### src/rtl/uwm_pkg.sv
// Package: shared operation encoding for the unaligned word merge unit.
// Assumes op values are fixed by the instruction decoder upstream.
package uwm_pkg;
    typedef enum logic [1:0] {
        OP_LD_LEFT  = 2'd0,
        OP_LD_RIGHT = 2'd1,
        OP_ST_LEFT  = 2'd2,
        OP_ST_RIGHT = 2'd3
    } uwm_op_e;
endpackage

### src/rtl/uwm_byte_shift.sv
// Module: shifts a word by a whole number of byte lanes, left or right,
// filling vacated lanes with zero. Assumes amt_i < LANES.
module uwm_byte_shift #(
    parameter int LANES  = 4,
    parameter int BYTE_W = 8,
    localparam int WORD_W = LANES * BYTE_W,
    localparam int AMT_W  = (LANES > 1) ? $clog2(LANES) : 1
) (
    input  logic [WORD_W-1:0] data_i,
    input  logic [AMT_W-1:0]  amt_i,
    input  logic              left_i,
    output logic [WORD_W-1:0] data_o
);
    // Per output lane: pick the source lane amt_i lanes away, or zero.
    always_comb begin
        data_o = '0;
        for (int i = 0; i < LANES; i++) begin
            if (left_i) begin
                if (i >= int'(amt_i))
                    data_o[i*BYTE_W +: BYTE_W] = data_i[(i-int'(amt_i))*BYTE_W +: BYTE_W];
            end else begin
                if (i + int'(amt_i) < LANES)
                    data_o[i*BYTE_W +: BYTE_W] = data_i[(i+int'(amt_i))*BYTE_W +: BYTE_W];
            end
        end
    end
endmodule

### src/rtl/uwm_lane_mask.sv
// Module: builds a bit mask covering `cnt_i` byte lanes taken either from
// the low end or from the high end of the word. Assumes cnt_i <= LANES.
module uwm_lane_mask #(
    parameter int LANES  = 4,
    parameter int BYTE_W = 8,
    localparam int WORD_W = LANES * BYTE_W,
    localparam int AMT_W  = (LANES > 1) ? $clog2(LANES) : 1
) (
    input  logic [AMT_W-1:0]  cnt_i,
    input  logic              upper_i,
    output logic [WORD_W-1:0] mask_o
);
    // Mark each lane that falls inside the selected low or high run.
    always_comb begin
        for (int i = 0; i < LANES; i++) begin
            if (upper_i)
                mask_o[i*BYTE_W +: BYTE_W] = (i >= LANES - int'(cnt_i)) ? '1 : '0;
            else
                mask_o[i*BYTE_W +: BYTE_W] = (i < int'(cnt_i)) ? '1 : '0;
        end
    end
endmodule

### src/rtl/uwm_merge.sv
// Module: unaligned word merge unit. Combines the aligned memory word and
// a register value byte-wise for the partial-word load/store instructions.
// Assumes LANES is a power of two and the memory word is already aligned.
module uwm_merge #(
    parameter int LANES  = 4,
    parameter int BYTE_W = 8,
    parameter int IDX_W  = 5,
    localparam int WORD_W = LANES * BYTE_W,
    localparam int OFF_W  = (LANES > 1) ? $clog2(LANES) : 1
) (
    input  logic              req,
    input  logic [1:0]        op,
    input  logic [OFF_W-1:0]  byte_off,
    input  logic [IDX_W-1:0]  dest_idx,
    input  logic [WORD_W-1:0] mem_in,
    input  logic [WORD_W-1:0] reg_in,
    output logic [WORD_W-1:0] reg_out,
    output logic              reg_we,
    output logic [WORD_W-1:0] mem_out,
    output logic              mem_we
);
    import uwm_pkg::*;

    localparam logic [OFF_W-1:0] TOP_LANE = OFF_W'(LANES - 1);

    logic              is_store;
    logic              is_left_op;
    logic              shift_left;
    logic              keep_upper;
    logic [OFF_W-1:0]  lane_cnt;
    logic [WORD_W-1:0] src_word;
    logic [WORD_W-1:0] other_word;
    logic [WORD_W-1:0] shifted;
    logic [WORD_W-1:0] keep_mask;
    logic [WORD_W-1:0] merged;

    // Decode the operation into shift direction, count and keep side.
    always_comb begin
        is_store   = op[1];
        is_left_op = (op == OP_LD_LEFT) || (op == OP_ST_LEFT);
        shift_left = (op == OP_LD_LEFT) || (op == OP_ST_RIGHT);
        keep_upper = !shift_left;
        lane_cnt   = is_left_op ? (TOP_LANE - byte_off) : byte_off;
        src_word   = is_store ? reg_in : mem_in;
        other_word = is_store ? mem_in : reg_in;
    end

    uwm_byte_shift #(.LANES(LANES), .BYTE_W(BYTE_W)) u_shift (
        .data_i (src_word),
        .amt_i  (lane_cnt),
        .left_i (shift_left),
        .data_o (shifted)
    );

    uwm_lane_mask #(.LANES(LANES), .BYTE_W(BYTE_W)) u_mask (
        .cnt_i   (lane_cnt),
        .upper_i (keep_upper),
        .mask_o  (keep_mask)
    );

    // Merge shifted bytes with the retained bytes of the other word.
    always_comb merged = shifted | (other_word & keep_mask);

    // Route the merge to the proper output and form write enables.
    always_comb begin
        reg_out = is_store ? reg_in : merged;
        mem_out = is_store ? merged : mem_in;
        reg_we  = req && !is_store && (dest_idx != '0);
        mem_we  = req && is_store;
    end

    // Output checks that relate the separately built pieces.
    always_comb begin
        if (req && op == OP_LD_LEFT && byte_off == TOP_LANE)
            AST_LDL_FULL_WORD: assert (reg_out == mem_in);
        if (req && op == OP_ST_RIGHT && byte_off == '0)
            AST_STR_FULL_WORD: assert (mem_out == reg_in);
        if (dest_idx == '0)
            AST_ZERO_DEST_NO_WE: assert (!reg_we);
        AST_WE_EXCLUSIVE: assert (!(reg_we && mem_we));
        if (!req)
            AST_IDLE_NO_WE: assert (!reg_we && !mem_we);
        if (op[1])
            AST_STORE_REG_PASS: assert (reg_out == reg_in);
    end
endmodule

### config.mk
export PLATFORM = sky130hd
export DESIGN_NAME = uwm_merge
export DESIGN_NICKNAME = d
export VERILOG_FILES = /design/src/rtl/uwm_pkg.sv /design/src/rtl/uwm_byte_shift.sv /design/src/rtl/uwm_lane_mask.sv /design/src/rtl/uwm_merge.sv
export SDC_FILE = /design/constraint.sdc
export NUM_CORES = 1
export LEC_CHECK = 0
export ABC_CLOCK_PERIOD_IN_PS = 5400
export BUFFER_PORTS_ARGS = -buffer_cell sky130_fd_sc_hd__clkbuf_2
export CAP_MARGIN = 5
export CORE_ASPECT_RATIO = 0.6
export CORE_MARGIN = 8
export CORE_UTILIZATION = 50
export DETAILED_ROUTE_END_ITERATION = 10
export PLACE_DENSITY = 0.81
export SLEW_MARGIN = 20
export SYNTH_ARGS = -nofsm -noshare
export SYNTH_HDL_FRONTEND = slang
export SYNTH_SLANG_ARGS = --single-unit
### constraint.sdc
create_clock -name vclk -period 5.4
set_input_delay 0.81 -clock vclk [all_inputs]
set_output_delay 0.81 -clock vclk [all_outputs]
set_load 0.01 [all_outputs]
Word-level counts from Yosys, hierarchy flattened
Index checks and enable logic that the tools add are counted.
{"block": "word_totals", "reg_bits": 0, "latch_bits": 0, "ramBits": 0, "rom_bits": 0, "elab_cells": 70, "n_memories": 0}
{"block": "op_classes", "addsub": 9, "n_mul": 0, "div": 0, "n_lt_le_gt_ge": 14, "n_eq_ne": 2, "shift": 8, "n_mux": 27, "bitwise": 2, "n_reduce_logical": 8}
{"cell": "$shiftx 32x32->8", "count": 7}
{"cell": "$mux 8", "count": 22}
{"cell": "$mux 32", "count": 4}
{"cell": "$lt 32x4->1 const B", "count": 3}
{"cell": "$and 32x32->32", "count": 1}
{"cell": "$or 32x32->32", "count": 1}
{"cell": "$shiftx 32x6->8", "count": 1}
{"cell": "$ge 3x4->1 const A", "count": 2}
{"cell": "$add 2x2->3 const A", "count": 2}
{"cell": "$sub 1x2->3 const A", "count": 2}
{"cell": "$sub 2x2->3 const A", "count": 2}
{"cell": "$reduce_bool 5->1", "count": 1}
{"cell": "$eq 2x2->1 const B", "count": 2}
{"cell": "$ge 1x2->1 const A", "count": 2}
{"cell": "$ge 1x4->1 const A", "count": 1}
{"cell": "$ge 2x4->1 const A", "count": 1}
{"cell": "$lt 1x2->1 const A", "count": 2}
{"cell": "$sub 3x2->4 const A", "count": 1}
{"cell": "$add 1x2->3 const A", "count": 1}
{"cell": "$logic_and 1x1->1", "count": 3}
{"cell": "$lt 2x3->1 const B", "count": 1}
{"cell": "$ge 2x2->1 const A", "count": 1}
{"cell": "$logic_not 2->1", "count": 1}
{"cell": "$logic_or 1x1->1", "count": 2}
{"cell": "4 further kinds", "count": 4}

Logic depth before layout (Yosys ltp)
{"block": "logic_depth", "word_depth": 10, "ltp_mapped": 16, "ltp_nobuf": 7}

Cells and area by module
A second synthesis with hierarchy kept.
{"block": "unflattened", "hier_cells": 398, "area_unflattened_um2": 2805.2}
{"module": "uwm_merge", "instances": 1, "cells_per_inst": 221, "area_each_um2": 1541.5, "seq_area_each_um2": 0.0}
{"module": "uwm_byte_shift", "instances": 1, "cells_per_inst": 143, "area_each_um2": 1021.0, "seq_area_each_um2": 0.0}
{"module": "uwm_lane_mask", "instances": 1, "cells_per_inst": 34, "area_each_um2": 242.7, "seq_area_each_um2": 0.0}

Least setup slack after synthesis
No wires, ideal clock.
{"block": "synth_timing", "path_type": "input port to output port", "start": "input port op[1]", "end": "output port mem_out[0]", "arrival_time_ps": 3738, "slack_ps": 852, "cell_stages": 14, "path_buffers": 7, "cell_sequence": "buf_6 buf_4 buf_4 buf_4 inv_1 buf_2 buf_1 ha_1 or3_1 buf_4 nand2_2 mux4_2 and2_1 a221o_1"}
{"block": "synth_between", "elab_chain_cells": 10}
{"item": "start: declaration", "line": "uwm_merge.sv:12", "text": "input logic [1:0] op,"}
{"item": "$eq 2x2->1 / $logic_not 2->1 (equally long branches)"}
{"item": "$logic_or 1x1->1", "line": "uwm_merge.sv:40", "text": "is_left_op = (op == OP_LD_LEFT) || (op == OP_ST_LEFT);"}
{"item": "$mux 2", "line": "uwm_merge.sv:43", "text": "lane_cnt = is_left_op ? (TOP_LANE - byte_off) : byte_off;"}
{"item": "$sub 3x2->4", "line": "uwm_lane_mask.sv:17", "text": "mask_o[i*BYTE_W +: BYTE_W] = (i >= LANES - int'(cnt_i)) ? '1 : '0;"}
{"item": "$ge 1x4->1", "line": "uwm_lane_mask.sv:17"}
{"item": "$mux 8", "line": "uwm_lane_mask.sv:17"}
{"item": "$mux 8", "line": "uwm_lane_mask.sv:16", "text": "if (upper_i)"}
{"item": "$and 32x32->32", "line": "uwm_merge.sv:62", "text": "always_comb merged = shifted | (other_word & keep_mask);"}
{"item": "$or 32x32->32", "line": "uwm_merge.sv:62"}
{"item": "$mux 32 *", "line": "uwm_merge.sv:67", "text": "mem_out = is_store ? merged : mem_in;"}
{"item": "end: declaration", "line": "uwm_merge.sv:19", "text": "output logic [WORD_W-1:0] mem_out,"}
Mark *: on every way between the ends. The rest lies on a longest branch, timed or not.

Worst setup path in the final report
{"block": "layout_timing", "start": "input port op[1]", "end": "output port mem_out[30]"}
{"block": "layout_between", "elab_chain_cells": 10}
{"item": "parallel branches: the longest is 9 deep, another holds $lt 32x4->1"}
{"item": "$mux 32 *", "line": "uwm_merge.sv:67"}
Every way passes the cells marked *.

==> flow_metrics.tcl <==
set metrics [dict create \
    startpoint_type "input pin" \
    critical_path_class "input pin to output port" \
    grt_max_degree 64 \
    period_share 0.8731 \
    power_w 0.0006040 \
    first_global_vias 4936 \
    post_cts_resized 0 \
    numPortBuffers 140 \
    final_cell_mix "139 x clkbuf_2, 54 x nor2_1, 47 x nand2_1, 43 x mux2i_1, 35 x mux2_2" \
    syn_to_final_growth_pct 16.52 \
    setup_viol 0 \
    ys_types 67 \
    synth_warnings 0 \
    p_int_w 0.0002345 \
    worst_ep_required_time_ps 4590 \
    grt-ovfl-total 0 \
    wl_um 16490 \
    ir_drop_mv 0.06384 \
    hold_class "input pin to output port" \
    ys_seq_area_frac 0 \
    max_freq_mhz 212.1 \
    clockBufferCount 0 \
    hold_violations 0 \
    nets 713 \
    floorplan.die.height_um 82.45 \
    relSlewSlack 0.2576 \
    arrival_ps 3900 \
    grt_first_pass_wirelength_um 25630 \
    p_comb_frac 1.000 \
    routed_via_density 7.315 \
    cp_max_fo 35 \
    ios 140 \
    fp.dieArea_um2 10450 \
    drc_errors 0 \
    placeableCoreArea_um2 7207 \
    antennaDiodeCount 0 \
    initialDrtViolationCount 806 \
    synth_cells 536 \
    post-cts-setup-buffer-count 0 \
    dp_hpwl_um 11880 \
    pre_cts_slack_ps 818.9 \
    wire_per_inst_um 22.71 \
    p_switching_w 0.0003695 \
    antenna_left 0 \
    final.setup.tns_ps 0 \
    die_width_um 126.8 \
    synth_area_per_cell_um2 6.865 \
    final_common_cell "clkbuf_2" \
    start_util 0.5106 \
    rsz0062_at_grt "false" \
    drt_pass1_iterations 6 \
    seqCellArea_um2 0 \
    synth_fp_nets 612 \
    min_period_ps 4715 \
    netlist_area_um2 3680 \
    leakage_nw 1.903 \
    fin_ws_ps 685.4 \
    drive_gt1_frac 0.3244 \
    design.seq.count 0 \
    gp_congestion 0.9851 \
    power.share.sequential 0 \
    drv_cap 0 \
    switching_share 0.6117 \
    ctsHoldBuffers 0 \
    antenna_found_initial 0 \
    status "finished, final reports clean" \
    p_clk_frac 0 \
    vias 5311 \
    final-max-slew-violation-count 0 \
    rows 24 \
    grtUsageTotal 0.2939 \
    tightestPinTransition_ps 1106 \
    crit_path_end_kind "output port" \
    power_density_nw_per_um2 140.9 \
]
[power by group through the flow]
| stage | registers, W | clock network [W] | logic (W) |
|---|---|---|---|
| final | 0 | 0 | 0.000604 |
| after detailed placement | 0 | 0 | 0.000583 |
| after CTS | 0 | 0 | 0.000586 |
| after floorplan | 0 | 0 | 0.000393 |
| after global placement | 0 | 0 | 0.000569 |
| after global routing | 0 | 0 | 0.000644 |
[final cells by class]
cell class	count	area (um2)
Multi-Input combinational cell	478	3373
Inverter	8	30.03
Tap cell	91	113.9
Timing Repair Buffer	149	770.7
Fill cell	684	2919
[metrics by stage]
step | hold slack [ps] | utilization | cell area (um2) | cells
6_report | 1937 | 0.5950 | 4288 | 726
5_1_grt | 1954 | 0.5950 | 4288 | 726
4_1_cts | 1944 | 0.5950 | 4288 | 726
3_5_place_dp | 1943 | 0.5950 | 4288 | 726
3_3_place_gp | 1937 | 0.5950 | 4288 | 726
2_1_floorplan | 1750 | - | 3680 | 536
[worst paths after layout]
kind,from,endpoint,slack (ps),cells past startpoint
worst max-delay path,op[1],mem_out[30],690,8
worst min-delay path,req,reg_we,1940,3
[Yosys cell counts, types with 15 or more instances]
cell / n / area, um2
buf_2: 19 / 95.09
a31oi_1: 27 / 168.9
o21ai_0: 25 / 125.1
nand2_1: 47 / 176.4
o22ai_1: 16 / 100.1
a21oi_1: 22 / 110.1
nand3_1: 15 / 75.07
nor2_1: 54 / 202.7
mux2_2: 35 / 394.1
o21ai_1: 19 / 95.09
a22oi_1: 17 / 127.6
mux2i_1: 43 / 430.4
[per-layer routing]
layer  share of wire  GRT usage  wire length, um
met4           0.022    0.07429              361
met3            0.16    0.06603             2580
met2            0.42     0.4817             6984
met1            0.40     0.3880             6562
met5               0          0                0
[worst max-delay path, cell delays in order]
cell and delay (ps):
buf_4 100, inv_1 50, ha_2 750, clkinv_1 690, o21ai_1 1060, nand2_1 130
o221ai_1 120, clkbuf_2 170
[cell families after synthesis]
logic type | after synthesis | share of synthesized area
compound gates | 220 | 0.4172
simple gates | 167 | 0.2145
fa+ha+maj | 2 | 0.006799
buf+inv | 58 | 0.08398
xor+xnor | 2 | 0.006802
mux | 87 | 0.2707
No activity file was read; power rests on OpenSTA's default activity.
